[src/rtl/xint_pkg.sv]
package xint_pkg;

    typedef enum logic [1:0] {
        SENSE_LOW  = 2'b00,
        SENSE_ANY  = 2'b01,
        SENSE_FALL = 2'b10,
        SENSE_RISE = 2'b11
    } sense_e;

    localparam int unsigned MODE_BITS    = 2;
    localparam int unsigned REG_W        = 8;
    localparam int unsigned PINS_PER_REG = REG_W / MODE_BITS;

endpackage

[src/rtl/xint_sync.sv]
module xint_sync #(
    parameter int unsigned N_PINS = 8
) (
    input  logic              clk_i,
    input  logic              rst_ni,
    input  logic [N_PINS-1:0] pin_i,
    output logic [N_PINS-1:0] cur_o,
    output logic [N_PINS-1:0] prev_o
);

    typedef struct packed {
        logic [N_PINS-1:0] meta;
        logic [N_PINS-1:0] cur;
        logic [N_PINS-1:0] prev;
    } sync_t;

    sync_t st_d, st_q;

    always_comb begin
        st_d      = st_q;
        st_d.meta = pin_i;
        st_d.cur  = st_q.meta;
        st_d.prev = st_q.cur;
    end

    // idle level of the pins is high, so the chain starts at ones
    always_ff @(posedge clk_i or negedge rst_ni) begin
        if (!rst_ni) st_q <= '1;
        else         st_q <= st_d;
    end

    assign cur_o  = st_q.cur;
    assign prev_o = st_q.prev;

    AST_PREV_LAGS_CUR: assert property (@(posedge clk_i) disable iff (!rst_ni)
        prev_o == $past(cur_o)) else $error("prev sample does not lag current");

endmodule

[src/rtl/xint_detect.sv]
module xint_detect
    import xint_pkg::*;
#(
    parameter int unsigned N_PINS = 8
) (
    input  logic [N_PINS*MODE_BITS-1:0] mode_i,
    input  logic [N_PINS-1:0]           cur_i,
    input  logic [N_PINS-1:0]           prev_i,
    output logic [N_PINS-1:0]           event_o,
    output logic [N_PINS-1:0]           lvl_mode_o,
    output logic [N_PINS-1:0]           low_req_o
);

    function automatic logic sense_event(input sense_e m, input logic c, input logic p);
        logic up, dn;
        up = c & ~p;
        dn = ~c & p;
        unique case (m)
            SENSE_LOW:  sense_event = 1'b0;
            SENSE_ANY:  sense_event = up | dn;
            SENSE_FALL: sense_event = dn;
            SENSE_RISE: sense_event = up;
            default:    sense_event = 1'b0;
        endcase
    endfunction

    for (genvar i = 0; i < N_PINS; i++) begin : g_pin
        sense_e pin_mode;
        assign pin_mode      = sense_e'(mode_i[i*MODE_BITS +: MODE_BITS]);
        assign event_o[i]    = sense_event(pin_mode, cur_i[i], prev_i[i]);
        assign lvl_mode_o[i] = (pin_mode == SENSE_LOW);
        assign low_req_o[i]  = (pin_mode == SENSE_LOW) & ~cur_i[i];
    end

endmodule

[src/rtl/xint_prio.sv]
module xint_prio #(
    parameter int unsigned N_PINS = 8,
    localparam int unsigned IDX_W = $clog2(N_PINS)
) (
    input  logic [N_PINS-1:0] req_i,
    output logic              valid_o,
    output logic [IDX_W-1:0]  idx_o
);

    // scan from the top so the lowest set bit is the last one to write
    always_comb begin
        valid_o = 1'b0;
        idx_o   = '0;
        for (int i = N_PINS - 1; i >= 0; i--) begin
            if (req_i[i]) begin
                valid_o = 1'b1;
                idx_o   = IDX_W'(i);
            end
        end
    end

endmodule

[src/rtl/xint_ctrl.sv]
module xint_ctrl
    import xint_pkg::*;
#(
    parameter int unsigned N_PINS = 8,
    localparam int unsigned IDX_W     = $clog2(N_PINS),
    localparam int unsigned MODE_W    = N_PINS * MODE_BITS,
    localparam int unsigned MODE_REGS = MODE_W / REG_W,
    localparam int unsigned ADDR_W    = $clog2(MODE_REGS + 2),
    localparam int unsigned MASK_ADDR = MODE_REGS,
    localparam int unsigned PEND_ADDR = MODE_REGS + 1
) (
    input  logic              clk_i,
    input  logic              rst_ni,
    input  logic [N_PINS-1:0] pin_i,
    input  logic              gie_i,
    input  logic              reg_we_i,
    input  logic [ADDR_W-1:0] reg_addr_i,
    input  logic [REG_W-1:0]  reg_wdata_i,
    output logic [REG_W-1:0]  reg_rdata_o,
    input  logic              ack_i,
    input  logic [IDX_W-1:0]  ack_idx_i,
    output logic              irq_o,
    output logic [IDX_W-1:0]  irq_idx_o
);

    typedef struct packed {
        logic [MODE_W-1:0] mode;
        logic [N_PINS-1:0] mask;
        logic [N_PINS-1:0] flags;
    } regs_t;

    regs_t r_d, r_q;

    logic [N_PINS-1:0] cur, prev;
    logic [N_PINS-1:0] edge_evt, lvl_mode, low_req;
    logic [N_PINS-1:0] clr_vec, active, req;

    xint_sync #(.N_PINS(N_PINS)) u_sync (
        .clk_i  (clk_i),
        .rst_ni (rst_ni),
        .pin_i  (pin_i),
        .cur_o  (cur),
        .prev_o (prev)
    );

    xint_detect #(.N_PINS(N_PINS)) u_detect (
        .mode_i     (r_q.mode),
        .cur_i      (cur),
        .prev_i     (prev),
        .event_o    (edge_evt),
        .lvl_mode_o (lvl_mode),
        .low_req_o  (low_req)
    );

    // flag clear sources: write-one to the pending view, or acknowledge by index
    always_comb begin
        clr_vec = '0;
        if (reg_we_i && reg_addr_i == ADDR_W'(PEND_ADDR))
            clr_vec = reg_wdata_i[N_PINS-1:0];
        if (ack_i)
            clr_vec[ack_idx_i] = 1'b1;
    end

    always_comb begin
        r_d = r_q;
        if (reg_we_i) begin
            for (int r = 0; r < MODE_REGS; r++) begin
                if (reg_addr_i == ADDR_W'(r))
                    r_d.mode[r*REG_W +: REG_W] = reg_wdata_i;
            end
            if (reg_addr_i == ADDR_W'(MASK_ADDR))
                r_d.mask = reg_wdata_i[N_PINS-1:0];
        end
        // a new event wins over a clear in the same cycle; level pins keep no flag
        r_d.flags = ((r_q.flags & ~clr_vec) | edge_evt) & ~lvl_mode;
    end

    always_ff @(posedge clk_i or negedge rst_ni) begin
        if (!rst_ni) r_q <= '0;
        else         r_q <= r_d;
    end

    assign active = r_q.flags | low_req;
    assign req    = active & r_q.mask & {N_PINS{gie_i}};

    xint_prio #(.N_PINS(N_PINS)) u_prio (
        .req_i   (req),
        .valid_o (irq_o),
        .idx_o   (irq_idx_o)
    );

    always_comb begin
        reg_rdata_o = '0;
        for (int r = 0; r < MODE_REGS; r++) begin
            if (reg_addr_i == ADDR_W'(r))
                reg_rdata_o = r_q.mode[r*REG_W +: REG_W];
        end
        if (reg_addr_i == ADDR_W'(MASK_ADDR)) reg_rdata_o = REG_W'(r_q.mask);
        if (reg_addr_i == ADDR_W'(PEND_ADDR)) reg_rdata_o = REG_W'(active);
    end

    AST_GIE_BLOCKS: assert property (@(posedge clk_i) disable iff (!rst_ni)
        !gie_i |-> !irq_o) else $error("request with global enable low");

    AST_WINNER_ENABLED: assert property (@(posedge clk_i) disable iff (!rst_ni)
        irq_o |-> (r_q.mask[irq_idx_o] && active[irq_idx_o])) else $error("winner not enabled");

    for (genvar i = 0; i < N_PINS; i++) begin : g_chk
        sense_e m;
        assign m = sense_e'(r_q.mode[i*MODE_BITS +: MODE_BITS]);

        AST_NO_LOWER_WAITING: assert property (@(posedge clk_i) disable iff (!rst_ni)
            (irq_o && irq_idx_o > IDX_W'(i)) |-> !req[i]) else $error("lower pin skipped");

        AST_RISE_SETS_FLAG: assert property (@(posedge clk_i) disable iff (!rst_ni)
            (m == SENSE_RISE && cur[i] && !prev[i]) |=> r_q.flags[i]) else $error("rise lost");

        AST_FALL_SETS_FLAG: assert property (@(posedge clk_i) disable iff (!rst_ni)
            (m == SENSE_FALL && !cur[i] && prev[i]) |=> r_q.flags[i]) else $error("fall lost");

        AST_LEVEL_FOLLOWS_PIN: assert property (@(posedge clk_i) disable iff (!rst_ni)
            (m == SENSE_LOW && cur[i]) |-> !active[i]) else $error("level latched");

        AST_FLAG_STICKY: assert property (@(posedge clk_i) disable iff (!rst_ni)
            (m != SENSE_LOW && r_q.flags[i] && !clr_vec[i]) |=> r_q.flags[i]) else $error("flag dropped");
    end

endmodule

[config.mk]
export PLATFORM = sky130hd
export DESIGN_NAME = xint_ctrl
export DESIGN_NICKNAME = d
export VERILOG_FILES = /design/src/rtl/xint_pkg.sv /design/src/rtl/xint_sync.sv /design/src/rtl/xint_detect.sv /design/src/rtl/xint_prio.sv /design/src/rtl/xint_ctrl.sv
export SDC_FILE = /design/constraint.sdc
export NUM_CORES = 1
export LEC_CHECK = 0
export ABC_CLOCK_PERIOD_IN_PS = 2600
export CORE_MARGIN = 10
export CORE_UTILIZATION = 30
export DETAILED_ROUTE_END_ITERATION = 10
export SKIP_LAST_GASP = 1
export SLEW_MARGIN = 20
export SYNTH_ARGS = -nofsm -noshare
export SYNTH_HDL_FRONTEND = slang
export SYNTH_SLANG_ARGS = --single-unit
[constraint.sdc]
create_clock -name clk_i -period 2.6 [get_ports clk_i]
set_input_delay 0.78 -clock clk_i [delete_from_list [all_inputs] [get_ports clk_i]]
set_output_delay 0.78 -clock clk_i [all_outputs]
set_load 0.02 [all_outputs]
Yosys cells after proc, flatten, opt, wreduce, memory -nomap -nowiden
Index checks and enable logic that the tools add are counted.

storage, ports and cells
  output and inout bits = 12
  flip-flop bits (word level) = 56

cells by class
  eq/ne operators = 27
  reductions and logical operators = 14
  bitwise operators = 57
  multiplexer cells = 32
  magnitude comparators = 2

operators by type and width
  kind                  number
  $mux W8               6
  $eq A2 B2 Y1 const B  18
  $and A8 B8 Y8         4
  $pmux W1 S4           8
  $and A1 B1 Y1         24
  $mux W3               8
  $or A8 B8 Y8          3
  $eq A2 B1 Y1 const B  9
  $logic_not A2 Y1      9
  $not A1 Y1            16
  $not A8 Y8            2
  $mux W1               9
  $or A1 B1 Y1          8
  $reduce_and A2 Y1     3
  $lt A3 B4 Y1 const B  1
  $demux W1 S3          1
  $ge A3 B1 Y1 const B  1
  $logic_and A1 B1 Y1   2

Logic depth before layout (Yosys ltp)
Gate-level depths: netlist of run 1.

  depth in word-level cells = 13
  depth in mapped cells = 6
  gate-level depth less buffers = 5

By module
From an unflattened synthesis of run 1, not the netlist that was laid out.

unflattened totals
  cell total of the unflattened synthesis = 239
  area total of the unflattened synthesis = 2955.3 um^2

modules (own cells, without submodules)
  module       area an instance (um^2)  sequential area each (um^2)  times used  cells each
  xint_ctrl    1659.1                   800.8                        1           122
  xint_sync    690.7                    630.6                        1           32
  xint_detect  525.5                    0.0                          1           72
  xint_prio    80.1                     0.0                          1           13

Least setup slack after synthesis of run 1
Ideal clock, no wire load.

  path type = input to output
  from = input port gie_i
  to = output port irq_idx_o[2]
  stages = 5
  data required time = 1.820 ns
  data arrival time = 1.751 ns
  setup slack = 0.069 ns
  path through = clkbuf_1 -> o211ai_1 -> and2_1 -> nor2b_4 -> nor3b_2

on the way
  longest elaborated chain between the ends = 9

RTL lines
  what                  RTL line         source
  from (decl)           xint_ctrl.sv:15  input logic gie_i,
  $and A8 B8 Y8 *       xint_ctrl.sv:84  assign req = active & r_q.mask & {N_PINS{gie_i}};
  $mux W3 (7 in a row)  xint_prio.sv:15  if (req_i[i]) begin
  $mux W3 *             xint_prio.sv:15
  to (decl)             xint_ctrl.sv:23  output logic [IDX_W-1:0] irq_idx_o

Mark *: on every way between the ends. The rest lies on a longest branch, timed or not.

Worst setup path in the final report of run 1
  from = register u_sync.st_q (netlist bit u_sync.cur_o[5])
  to = output port reg_rdata_o[5]

on the way
  longest elaborated chain between the ends = 4

RTL lines
  what                    RTL line           source
  from (decl)             xint_sync.sv:17    sync_t st_d, st_q;
  from (signal assigned)  xint_sync.sv:29    else st_q <= st_d;
  $not A1 Y1              xint_detect.sv:32  assign low_req_o[i] = (pin_mode == SENSE_LOW) & ~cur_i[i];
  $and A1 B1 Y1           xint_detect.sv:32
  $or A8 B8 Y8            xint_ctrl.sv:83    assign active = r_q.flags | low_req;
  $mux W8                 xint_ctrl.sv:99    if (reg_addr_i == ADDR_W'(PEND_ADDR)) reg_rdata_o = REG_W'(active);
  to (decl)               xint_ctrl.sv:19    output logic [REG_W-1:0] reg_rdata_o,

Every way passes these cells.

==> summary.md, run 1 <==
| Metric | Value |
|---|---|
| Worst setup margin | `-0.0328 ns` |
| Failing checks | `negative setup slack` |
| YS warnings | `0` |
| 1st-iter DRT viols | `about 110` |
| Startpoint Class | `flip-flop` |
| Largest family of logic cells by synthesized area | `simple AND/OR/NAND/NOR gates` |
| VDD IR max | `0.000247 V` |
| Clock Pin Slew Worst Setup and Hold Paths | `between 0.1 and 0.15 ns` |
| Vias | `2107` |
| Final core utilization | `40.1%` |
| Largest net degree at the start of global routing | `57` |
| Crit end category | `primary output` |
| Num CTS Buffers | `5` |
| Commonest non-fill, non-tap cells in the layout | `buf_4 (35), dfrtp_1 (32), nand2_1 (28)` |
| Final max-slew violation count | `0` |
| CORE AREA | `9110 µm²` |
| Distinct cells, synth | `36` |
| Wire per inst | `15.7 µm` |
| CTS Hold Bufs | `0` |
| Initial Utilization | `30.5%` |
| Layout cells sized above 1 | `between 30% and 40%` |
| Seq/Total Area, Yosys | `approximately 52%` |
| CTS tree | `built` |
| Hold_ws | `0.352 ns` |
| Xor/xnor share of the synthesized area | `0%` |
| Setup slack at placement | `-0.876 ns` |
| Fmax | `380 MHz` |
| Leakage | `~1.6 nW` |
| Hold Violations, Final | `0` |
| Cell Pwr Density | `669 nW/µm²` |
| Complex-gate fraction of the synthesized area | `11.5%` |
| Initial antenna violation count | `0` |
| CP Class | `reg2out` |
| CP required | `1.82 ns` |
| RSZ-0062 raised after global routing | `true` |
| Hold WC Path Type | `reg2reg` |
| Clk sink count | `56` |
| Status | `finished with violations` |
| # DRC | `0` |
| I/O pin cnt | `38` |
| Skew-Pair Late Insertion Delay | `0.32 ns` |
| Adder-cell share of the synthesized area | `7.21%` |
| Final #Nets | `359` |
| Antenna diode count | `0` |
| Total GRT Usage | `10.3%` |
| Dpl hpwl | `5210 µm` |
| Least-Margin Pin Slew | `0.523 ns` |
| Vias in the first global route | `roughly 2100` |
| First-pass GRT wire length | `11000 µm` |
| Post-Syn Instances | `between 200 and 250` |
| Max-slew headroom | `65.1%` |
| Tmin final | `2.63 ns` |
| Final period util | `101%` |
| Max-cap violations | `0` |
| Routability cong. | `about 0.88` |
| Netlist Area Pre-Place | `around 2800 µm²` |
| Worst Clk Skew | `0.00848 ns` |
| Gr ovfl total | `0` |
| Root Buffer | `clkbuf_8` |
| #FFs+latches synth | `56` |
| Die X | `116 µm` |
| Die H | `around 120 µm` |
| Routed WL | `between 6000 and 7000 µm` |
| Avg Inst Size Synth | `11.5 µm²` |
| Synth Area in Simple Gates | `12.8%` |
| Ranking of synthesized cells by area | `dfrtp_1 (29%), dfstp_2 (23%), ha_1 (7.2%)` |
| Post-synthesis net count | `284` |
| Layout Area Growth over Synthesis | `31.5%` |
| Antenna Violating Nets Remaining | `0` |
| H-tree depth | `2` |
| Core Rows | `35` |
| Leading cell type in the layout, fill and taps excluded | `buf_4` |
| Die area | `13500 µm²` |
| I/O Buffers | `37` |
| 1st-pass router iterations | `4` |
| Top-area cell type share of the netlist area | `28.9%` |
| Final setup vio count | `1` |
| Vias per cell | `~4.9` |
| CP arrival | `1.85 ns` |
| Synth area leader | `dfrtp_1` |
| Crit-path max FO | `2` |
| Post-synthesis mux area share | `12.4%` |
| Clk buf depth | `2` |
flip-flops by register name, indices dropped and copies added (netlist names):
register,count
g_chk.m,16
r_q,16
u_sync.cur_o,8
u_sync.prev_o,8
u_sync.st_d,8
critical path: stages, from the launching register on:
cell and delay (ns):
dfstp_2 0.56, nor3_2 0.05, or2_1 0.24, mux4_2 0.52
buf_6 0.16
stage by stage:
stage	area [µm²]	std cells	TNS [ns]	total power [mW]
2_1_floorplan	2780	242	0	1.54
3_3_place_gp	3520	420	-9.07	1.92
3_5_place_dp	3520	420	-9.46	1.94
4_1_cts	3600	429	-0.0886	2.42
5_1_grt	3650	429	-0.277	2.58
6_report	3650	429	-0.0328	2.44
path summary, 6_finish.rpt:
kind,depth (start not counted),start,slack [ns],end
worst max-delay path,4,u_sync.cur_o[5]$_DFF_PN1_,-0.03,reg_rdata_o[5]
worst min-delay path,0,u_sync.st_d[8]$_DFF_PN1_,0.35,u_sync.cur_o[0]$_DFF_PN1_
worst max register to register,5,u_sync.cur_o[3]$_DFF_PN1_,1.24,r_q[3]$_DFF_PN0_
worst min register to register,0,u_sync.st_d[8]$_DFF_PN1_,0.35,u_sync.cur_o[0]$_DFF_PN1_
max in group asynchronous,2,rst_ni,1.85,u_sync.st_d[11]$_DFF_PN1_
min in group asynchronous,2,rst_ni,0.44,r_q[7]$_DFF_PN0_
synth_stat cells, drive strengths merged:
| cell | count |
|---|---|
| o21ai | 14 |
| nor2 | 1 |
| ha | 16 |
| clkbuf | 1 |
| nor3 | 9 |
| mux4 | 8 |
| a21oi | 18 |
| or2b | 1 |
| nand2b | 4 |
| nand3 | 3 |
| o211ai | 7 |
| a2bb2oi | 1 |
| o22ai | 6 |
| inv | 24 |
| dfstp | 24 |
| o311ai | 2 |
| dfrtp | 32 |
| and2 | 2 |
| a21boi | 1 |
| mux2 | 14 |
| buf | 4 |
| nand2 | 28 |
| or2 | 7 |
| nand3b | 3 |
| nor2b | 2 |
| nand4 | 3 |
| and3 | 1 |
| o221ai | 4 |
| nor3b | 2 |
layout make-up:
class                      count  area, µm²
clock inverter                 2       16.3
tap                          111        139
sequential                    56       1430
multi-input combinational    157       1250
clock buffer                   6       72.6
inverter                      24       90.1
fill                         901       5460
timing repair buffer          73        652
kinds of logic after synthesis:
logic type	Yosys count
AND/OR/NAND/NOR	66
buffers and inverters	29
flip-flops	56
AO/OA/AOI/OAI	53
multiplexers	22
adder cells (fa/ha/maj)	16
power by group:
part	internal, mW	switching (mW)	total (mW)
logic	0.442	0.412	0.854
registers	1.01	0.0842	1.10
clock network	0.193	0.296	0.489
metal layers:
layer / vias to the layer above / wire, µm / GRT usage, %
li1: 1008 / - / -
met1: 1047 / 3030 / 13.2
met2: 44 / 3320 / 16.5
met3: 8 / 309 / 2.57
met4: 0 / 74 / 3.67
met5: - / 0 / 0
timing repair:
action | 4_1_cts | 5_1_grt
buffers inserted | 1 | 0
pin swaps | 1 | 6
gates resized for setup | 74 | 18
endpoints found under the setup margin | 12 | 11
cloned | 0 | 0
Note: power is estimated with default switching activity, not from simulation.
==> inputs of run 2 (changes only) <==
--- a/config.mk
+++ b/config.mk
@@ -6,6 +6,7 @@
 export NUM_CORES = 1
 export LEC_CHECK = 0
 export ABC_CLOCK_PERIOD_IN_PS = 2600
+export CAP_MARGIN = 0
 export CORE_MARGIN = 10
 export CORE_UTILIZATION = 30
 export DETAILED_ROUTE_END_ITERATION = 10
==> results of run 2 <==
No change in the layout: final DEF, timing and power equal those of run 1.
==> inputs of run 3 (changes only) <==
--- a/config.mk
+++ b/config.mk
@@ -10,8 +10,9 @@
 export CORE_MARGIN = 10
 export CORE_UTILIZATION = 30
 export DETAILED_ROUTE_END_ITERATION = 10
+export DONT_BUFFER_PORTS = 1
 export SKIP_LAST_GASP = 1
-export SLEW_MARGIN = 20
+export SLEW_MARGIN = 5
 export SYNTH_ARGS = -nofsm -noshare
 export SYNTH_HDL_FRONTEND = slang
 export SYNTH_SLANG_ARGS = --single-unit
==> run 3 against run 2 <==
Sequential share of layout area increased by 7.1 points. Critical path type unchanged. Sequential cell count unchanged. Via count decreased by 14%. Non-clock buffer count decreased by 69. The flow still finishes with violations (negative setup slack). Clock-buffer cell count increased by 1. Global-route usage decreased by 0.40 points. Clock power increased by 27%.
==> summary.md, run 3 (synthesized netlist as in run 1, its figures left out) <==
| Metric | Value |
|---|---|
| Crit-path max FO | `4 (was 2)` |
| Post-DP Area | `2910 µm² (was 3520 µm²)` |
| Layout Area Growth over Synthesis | `11.2% (was 31.5%)` |
| Clock Pin Slew Worst Setup and Hold Paths | `0.10 ns (was 0.11 ns)` |
| Final core utilization | `33.9% (was 40.1%)` |
| Max-slew headroom | `59.8% (was 65.1%)` |
| Startpoint Class | `flip-flop (unchanged)` |
| Core Rows | `35 (unchanged)` |
| Final setup vio count | `1 (unchanged)` |
| Vias in the first global route | `1856 (was 2098)` |
| Initial Utilization | `30.5% (unchanged)` |
| Layout fillers | `914 (was 901)` |
| # DRC | `0 (unchanged)` |
| Leakage | `1.33 nW (was 1.63 nW)` |
| Root Buffer | `clkbuf_8 (unchanged)` |
| Layout cells sized above 1 | `27.7% (was 35.5%)` |
| Wire per inst | `18.0 µm (was 15.7 µm)` |
| Routability cong. | `0.873 (was 0.880)` |
| Worst setup margin | `-0.0271 ns (was -0.0328 ns)` |
| Die H | `116 µm (unchanged)` |
| I/O Buffers | `0 (was 37)` |
| H-tree depth | `2 (unchanged)` |
| Skew-Pair Late Insertion Delay | `0.31 ns (was 0.32 ns)` |
| Crit end category | `primary output (unchanged)` |
| Fmax | `381 MHz (was 380 MHz)` |
| Hold WC Path Type | `in2async (was reg2reg)` |
| Commonest non-fill, non-tap cells in the layout | `dfrtp_1 (32), nand2_1 (28), inv_1 (24), dfstp_2 (24), a21oi_1 (18) (was buf_4 (35), dfrtp_1 (32), nand2_1 (28))` |
| CTS Hold Bufs | `0 (unchanged)` |
| Worst r2r src | `u_sync.cur_o[6]$_DFF_PN1_ (was u_sync.cur_o[3]$_DFF_PN1_)` |
| Final max-slew violation count | `0 (unchanged)` |
| Least-Margin Pin Slew | `0.603 ns (was 0.523 ns)` |
| Tmin final | `2.63 ns (about the same)` |
| Dpl hpwl | `4800 µm (was 5210 µm)` |
| Clk sink count | `56 (unchanged)` |
| Final #Nets | `290 (was 359)` |
| Worst R2R Path Depth | `5 (unchanged)` |
| Setup TNS Final | `-0.0271 ns (was -0.0328 ns)` |
| CP required | `1.82 ns (about the same)` |
| CTS tree | `built (unchanged)` |
| CP arrival | `1.85 ns (about the same)` |
| CORE AREA | `9110 µm² (unchanged)` |
| Final instance area | `3090 µm² (was 3650 µm²)` |
| Failing checks | `negative setup slack (unchanged)` |
| VDD IR max | `0.000255 V (was 0.000247 V)` |
| Num CTS Buffers | `5 (unchanged)` |
| R2R Path End | `r_q[6]$_DFF_PN0_ (was r_q[3]$_DFF_PN0_)` |
| 1st-pass router iterations | `4 (unchanged)` |
| Initial antenna violation count | `0 (unchanged)` |
| Slowest Stage Delay on Critical Path | `0.57 ns (was 0.56 ns)` |
| Die area | `13500 µm² (unchanged)` |
| Gr ovfl total | `0 (unchanged)` |
| Die X | `116 µm (unchanged)` |
| Cell Pwr Density | `752 nW/µm² (was 669 nW/µm²)` |
| Antenna Violating Nets Remaining | `0 (unchanged)` |
| RSZ-0062 raised after global routing | `true (unchanged)` |
| Antenna diode count | `0 (unchanged)` |
| Routed WL | `6490 µm (was 6740 µm)` |
| Tot Pwr | `2.32 mW (was 2.44 mW)` |
| Critical Path, Cell by Cell | `nor3_2 -> o211ai_1 -> and2_4 -> nor2b_4 -> nand4_1 (was nor3_2 -> or2_1 -> mux4_2 -> buf_6)` |
| Worst Clk Skew | `0.00221 ns (was 0.00848 ns)` |
| Clk buf depth | `2 (unchanged)` |
| First-pass GRT wire length | `10200 µm (was 11000 µm)` |
| Vias | `1820 (was 2107)` |
| Final period util | `101% (about the same)` |
| I/O pin cnt | `38 (unchanged)` |
| Total GRT Usage | `9.91% (was 10.3%)` |
| Max-cap violations | `0 (unchanged)` |
| Hold Violations, Final | `0 (unchanged)` |
| Leading cell type in the layout, fill and taps excluded | `dfrtp_1 (was buf_4)` |
| Worst reg-to-reg setup slack | `1.32 ns (was 1.24 ns)` |
| CP Class | `reg2out (unchanged)` |
| Critical Path Slowest Stage Cell | `dfstp_2 (unchanged)` |
| Largest net degree at the start of global routing | `57 (unchanged)` |
| Status | `finished with violations (unchanged)` |
| Vias per cell | `5.06 (was 4.91)` |
| 1st-iter DRT viols | `100 (was 105)` |
## run 3: cell count changes in the layout (fill, tap and decap cells not counted), sizes merged
cell / change
buf: -46
clkdlybuf4s50: -21
clkdlybuf4s15: -2
bufinv: +1
clkbuf: +1
clkinv: -1
clkinvlp: -1
## run 3: power breakdown
group / total [mW] / switching [mW] / internal (mW)
logic: 0.556 / 0.298 / 0.258
clock network: 0.621 / 0.281 / 0.340
registers: 1.14 / 0.129 / 1.01
## run 3: worst max path at each step
| stage | startpoint | endpoint | slack [ns] | depth (start not counted) |
|---|---|---|---|---|
| 2_1_floorplan | gie_i | irq_idx_o[2] | 0.07 | 5 |
| 3_3_place_gp | gie_i | irq_idx_o[2] | 0.26 | 4 |
| 3_5_place_dp | gie_i | irq_idx_o[2] | 0.25 | 4 |
| 4_1_cts | u_sync.cur_o[4]$_DFF_PN1_ | irq_o | -0.02 | 5 |
| 5_1_grt | u_sync.cur_o[6]$_DFF_PN1_ | irq_idx_o[0] | -0.15 | 6 |
| 6_report | u_sync.cur_o[4]$_DFF_PN1_ | irq_o | -0.03 | 5 |
## run 3: metal layers
layer / GRT usage (%) / part of all wire [%] / vias up
li1: - / - / 866
met1: 11.4 / 42 / 915
met2: 16.4 / 50 / 32
met3: 3.75 / 6.3 / 7
met4: 3.67 / 1.8 / 0
met5: 0 / 0 / -
## run 3: per-stage QoR
stage          hold slack, ns  setup slack [ns]  instances
6_report                0.158           -0.0271        360
5_1_grt                 0.131            -0.146        360
4_1_cts                 0.139           -0.0183        360
3_5_place_dp            0.347             0.251        352
3_3_place_gp            0.346             0.260        352
2_1_floorplan           0.345            0.0686        242
## run 3: critical path, delay by kind of cell (launching register included)
kind	cells	cell delay [ns]
flops	1	0.57
simple gates	4	0.69
compound gates	1	0.27
## run 3: area by class of cell
| class | instances | area [µm²] | area share [%] |
|---|---|---|---|
| sequential | 56 | 1430 | 46.4 |
| multi-input combinational | 157 | 1270 | 41.1 |
| tap | 111 | 139 | 4.50 |
| clock buffer | 7 | 96.3 | 3.12 |
| inverter | 24 | 90.1 | 2.92 |
| clock inverter | 1 | 30.0 | 0.973 |
| timing repair buffer | 4 | 30.0 | 0.973 |
## run 3: what timing repair did
action                                  in CTS  in global routing
pin swaps                                    2                  9
resized for setup                            3                 11
hold endpoints to repair                     0                  0
buffers inserted                             0                  0
endpoints found under the setup margin       3                  6
